`config.mk`:
```
export PLATFORM = sky130hd
export DESIGN_NAME = wr_guard
export DESIGN_NICKNAME = d
export VERILOG_FILES = /design/src/rtl/wr_guard_pkg.sv /design/src/rtl/wr_guard_lockout.sv /design/src/rtl/wr_guard_filter.sv /design/src/rtl/wr_guard.sv
export SDC_FILE = /design/constraint.sdc
export NUM_CORES = 1
export LEC_CHECK = 0
export ABC_AREA = 1
export BUFFER_PORTS_ARGS = -buffer_cell sky130_fd_sc_hd__buf_2
export CORE_MARGIN = 5
export CORE_UTILIZATION = 40
export CTS_CLUSTER_SIZE = 28
export DETAILED_ROUTE_END_ITERATION = 7
export PLACE_DENSITY = 0.66
export SYNTH_ARGS = -nofsm -noshare
export SYNTH_HDL_FRONTEND = slang
export SYNTH_SLANG_ARGS = --single-unit
```
`constraint.sdc`:
```
create_clock -name clk -period 4 [get_ports clk]
set_input_delay 0.4 -clock clk [delete_from_list [all_inputs] [get_ports clk]]
set_output_delay 0.4 -clock clk [all_outputs]
set_load 0.01 [all_outputs]
```
`src/rtl/wr_guard_pkg.sv`:
```
package wr_guard_pkg;
  typedef struct packed {
    logic cs_n;
    logic oe_n;
    logic we_n;
  } strobe_t;

  function automatic logic strobes_write(input strobe_t s);
    return (!s.cs_n) && s.oe_n && (!s.we_n);
  endfunction
endpackage

```
`src/rtl/wr_guard_lockout.sv`:
```
module wr_guard_lockout #(
  parameter int LOCK_CYC = 500000
) (
  input  logic clk,
  input  logic rst_n,
  input  logic pwr_good,
  output logic lockout_o
);
  localparam int CW = (LOCK_CYC < 1) ? 1 : $clog2(LOCK_CYC + 1);

  generate
    if (LOCK_CYC == 0) begin : g_nodelay
      logic held;
      always_ff @(posedge clk or negedge rst_n) begin
        if (!rst_n) held <= 1'b1;
        else        held <= !pwr_good;
      end
      assign lockout_o = held;
    end else begin : g_timer
      logic [CW-1:0] cnt;
      always_ff @(posedge clk or negedge rst_n) begin
        if (!rst_n)                  cnt <= '0;
        else if (!pwr_good)          cnt <= '0;
        else if (cnt < CW'(LOCK_CYC)) cnt <= cnt + 1'b1;
      end
      assign lockout_o = (cnt < CW'(LOCK_CYC));
    end
  endgenerate


  supply_low_locks_chk: assert property (@(posedge clk) disable iff (!rst_n)
    !pwr_good |=> lockout_o);

  release_needs_supply_chk: assert property (@(posedge clk) disable iff (!rst_n)
    $fell(lockout_o) |-> $past(pwr_good));
endmodule

```
`src/rtl/wr_guard_filter.sv`:
```
module wr_guard_filter #(
  parameter int MIN_W = 3
) (
  input  logic clk,
  input  logic rst_n,
  input  logic qual,
  output logic pulse_o
);
  localparam int WW = (MIN_W < 2) ? 1 : $clog2(MIN_W + 1);

  logic [WW-1:0] wcnt;
  logic          fired;

  always_ff @(posedge clk or negedge rst_n) begin
    if (!rst_n) begin
      wcnt    <= '0;
      fired   <= 1'b0;
      pulse_o <= 1'b0;
    end else if (!qual) begin
      wcnt    <= '0;
      fired   <= 1'b0;
      pulse_o <= 1'b0;
    end else if (!fired) begin
      if (wcnt == WW'(MIN_W - 1)) begin
        fired   <= 1'b1;
        pulse_o <= 1'b1;
      end else begin
        wcnt    <= wcnt + 1'b1;
        pulse_o <= 1'b0;
      end
    end else begin
      pulse_o <= 1'b0;
    end
  end


  single_cycle_pulse_chk: assert property (@(posedge clk) disable iff (!rst_n)
    pulse_o |=> !pulse_o);

  one_per_period_chk: assert property (@(posedge clk) disable iff (!rst_n)
    (pulse_o && qual) |=> !pulse_o);
endmodule

```
`src/rtl/wr_guard.sv`:
```
module wr_guard
  import wr_guard_pkg::*;
#(
  parameter int LOCK_CYC = 500000,
  parameter int MIN_W    = 3
) (
  input  logic clk,
  input  logic rst_n,
  input  logic pwr_good,
  input  logic cs_n,
  input  logic oe_n,
  input  logic we_n,
  output logic wr_start,
  output logic lockout
);
  strobe_t strb;
  logic    qual;

  assign strb = '{cs_n: cs_n, oe_n: oe_n, we_n: we_n};
  assign qual = strobes_write(strb) && pwr_good && !lockout;

  wr_guard_lockout #(.LOCK_CYC(LOCK_CYC)) u_lock (
    .clk(clk), .rst_n(rst_n), .pwr_good(pwr_good), .lockout_o(lockout)
  );

  wr_guard_filter #(.MIN_W(MIN_W)) u_filt (
    .clk(clk), .rst_n(rst_n), .qual(qual), .pulse_o(wr_start)
  );


  decode_gate_chk: assert property (@(posedge clk) disable iff (!rst_n)
    wr_start |-> $past(!cs_n && oe_n && !we_n && pwr_good));

  no_write_in_lockout_chk: assert property (@(posedge clk) disable iff (!rst_n)
    wr_start |-> !$past(lockout));
endmodule

```
==> flow_summary.json <==
{
  "run_status": "finished, final reports clean",
  "mappedNetlistNets": 214,
  "cp_common_cell": "nor2_1",
  "clkTransAtPathRegs_ns": 0.14,
  "hold_class": "input pin to asynchronous set/reset pin",
  "cap_violations": 0,
  "grt_pass1_vias": 1320,
  "grt_max_degree": 24,
  "numPortBuffers": 7,
  "cts.sinks": 23,
  "finalCriticalPeriod_ns": 2.105,
  "finalHoldViolCount": 0,
  "final_cells": 259,
  "first_iter_violations": 177,
  "timing.final.crit_share_pct": 52.62,
  "synth_cells": 206,
  "yosysSeqAreaShare_pct": 40.07,
  "htreeDepth": 1,
  "slew_violations": 0,
  "synth_top_area_share_pct": 40.07,
  "slowest_delay_ns": 0.47,
  "whs_ns": 0.03318,
  "crit_path_start_kind": "flip-flop",
  "clk_latency_ns": 0.31,
  "syn_area_mm2": 0.001436,
  "yosys.area.top_type": "dfrtp_1",
  "dr.pass1.iters": 4,
  "core_mm2": 0.003416,
  "die_w_um": 69.93,
  "final_net_count": 222,
  "synth_edf_count": 0,
  "gp_congestion": 0.9301,
  "setup_viol": 0,
  "die_h_um": 69.93,
  "tns_ns": 0,
  "ys_ff_latch": 23,
  "vias": 1287,
  "wl_per_cell_um": 12.71,
  "r2r-start": "u_lock.g_timer.cnt[0]$_DFFE_PN0P_",
  "yosysUniqueCellTypes": 25,
  "async_flop_share_pct": 100.0,
  "final_layout_size_suffix_gt1_share_pct": 7.512,
  "power.density_mw_per_mm2": 241.8,
  "critPathCaptureType": "output pin",
  "cp_slowest_cell": "dfrtp_1",
  "finalClockSkew_ns": 0.01026,
  "rsz0062_at_grt": "false",
  "critPathMaxFanout": 14,
  "cp.arrival_ns": 1.70,
  "avgSynthCellArea_um2": 6.973,
  "power.leakage_uw": 0.0007290,
  "initial_core_util_pct": 42.05,
  "use_met2_pct": 22.88,
  "overflow": 0,
  "ant_nets": 0,
  "post_cts_resized": 0,
  "remaining_drc_errors": 0,
  "placed_cells": 255,
  "antenna_found_initial": 0,
  "area_growth_pct": 6.359,
  "synth_top_cells_by_count": "nand2_1, nor2_1, dfrtp_1, inv_1, nand3_1",
  "grt_pass1_wl_um": 6141,
  "ctsHoldBuffers": 0,
  "synth_flop_cell": "dfrtp_1",
  "n_antenna_cell": 0,
  "rows": 21,
  "finalWirelength_um": 3292,
  "synth.most_common_cell": "nand2_1",
  "grt_use_total_pct": 15.27,
  "gr-usage-met3_pct": 3.013,
  "top_usage_layer": "met2",
  "cts_tree": "yes",
  "cts_made_buffers": 3,
  "max-slew-margin-rel_pct": 65.20,
  "critPathRequiredTime_ns": 3.60,
  "root_buffer": "clkbuf_4",
  "fmax_ghz": 0.4751,
  "yosys_warnings": 0,
  "path_class": "flip-flop to output pin",
  "place_area_mm2": 0.001501,
  "cts_buffer_depth": 2,
  "die-area_mm2": 0.004890,
  "peakVddDrop_uv": 81.04,
  "path_cells": "nor2_1 > nand2_1 > nor2_1 > nor2_2 > nor2_4 > buf_2",
  "worstMarginPinSlew_ns": 0.5221,
  "io_pins": 8,
  "stdcell_area_mm2": 0.001528,
  "netlist_top_cells_area": "dfrtp_1, nand2_1, nor2_1",
  "dpl.hpwl_um": 2440,
  "cts_setup_buffers": 0,
  "global_route.usage.met1_pct": 21.24,
  "crit_start": "u_lock.g_timer.cnt[9]$_DFFE_PN0P_",
  "viasPerCell": 4.969
}
through the flow:
stage	setup slack [ns]	total power (uW)	utilization, %
after CTS	1.898	376.8	44.73
after floorplan	2.522	250.9	-
final	1.895	369.4	44.73
after global placement	2.290	261.0	43.96
after detailed placement	2.274	261.0	43.96
after global routing	1.775	388.8	44.73
path summary, 6_finish.rpt:
kind | to | slack (ns) | cells past startpoint
max in group asynchronous | u_lock.g_timer.cnt[17]$_DFFE_PN0P_ | 3.61 | 1
min | u_lock.g_timer.cnt[13]$_DFFE_PN0P_ | 0.03 | 1
min reg2reg | u_filt.pulse_o$_DFF_PN0_ | 0.53 | 3
max | lockout | 1.90 | 6
min in group clk | u_filt.wcnt[1]$_DFFE_PN0P_ | 0.41 | 3
max reg2reg | u_lock.g_timer.cnt[16]$_DFFE_PN0P_ | 2.26 | 8
layout make-up:
class	instances	area (um2)
Fill cell	377	1888
Multi-Input combinational cell	160	762.0
Clock buffer	4	26.28
Tap cell	46	57.56
Sequential cell	23	575.6
Timing Repair Buffer	7	35.03
Inverter	19	71.32
power by group:
| part | leakage, uW | internal, uW | total (uW) | switching, uW |
|---|---|---|---|---|
| combinational | 0.000395 | 4.84 | 17.6 | 12.7 |
| sequential | 0.000319 | 235 | 238 | 3.50 |
| clock | 0.0000150 | 38.9 | 113 | 74.5 |
| total | 0.000729 | 279 | 369 | 90.7 |
routing by layer:
metal,vias up,share of wire (%)
li1,670,-
met1,578,47
met2,33,46
met3,6,5.0
met4,0,1.5
met5,-,0
registers in the layout (all words and copies together) (netlist names):
| register | cells |
|---|---|
| u_lock.g_timer.cnt | 19 |
| u_filt.wcnt | 2 |
| u_filt.fired | 1 |
| u_filt.pulse_o | 1 |
logic make-up after synthesis:
group	count (synthesis)	synth area share [%]
AO/OA/AOI/OAI	9	3.919
XOR/XNOR	7	4.268
adder cells (fa/ha/maj)	2	1.742
buffers and inverters	23	6.881
flip-flops	23	40.07
multiplexers	1	0.6969
AND/OR/NAND/NOR	141	42.42
cell usage in the layout, fill, tap and decap left out, types with 2 or more instances in the layout:
master / count
buf_2: 7
clkbuf_4: 3
dfrtp_1: 23
ha_1: 2
inv_1: 17
inv_2: 2
nand2_1: 73
nand3_1: 17
nand4_1: 12
nor2_1: 32
nor2_4: 2
o21ai_0: 3
o21bai_1: 3
xor2_1: 7
worst max-delay path, delay by kind of cell, from the launching register on:
family                 cells  cell delay, ns
AND/OR/NAND/NOR            5            0.69
buffers and inverters      1            0.21
flip-flops                 1            0.47
Note: power is estimated with default switching activity, not from simulation.
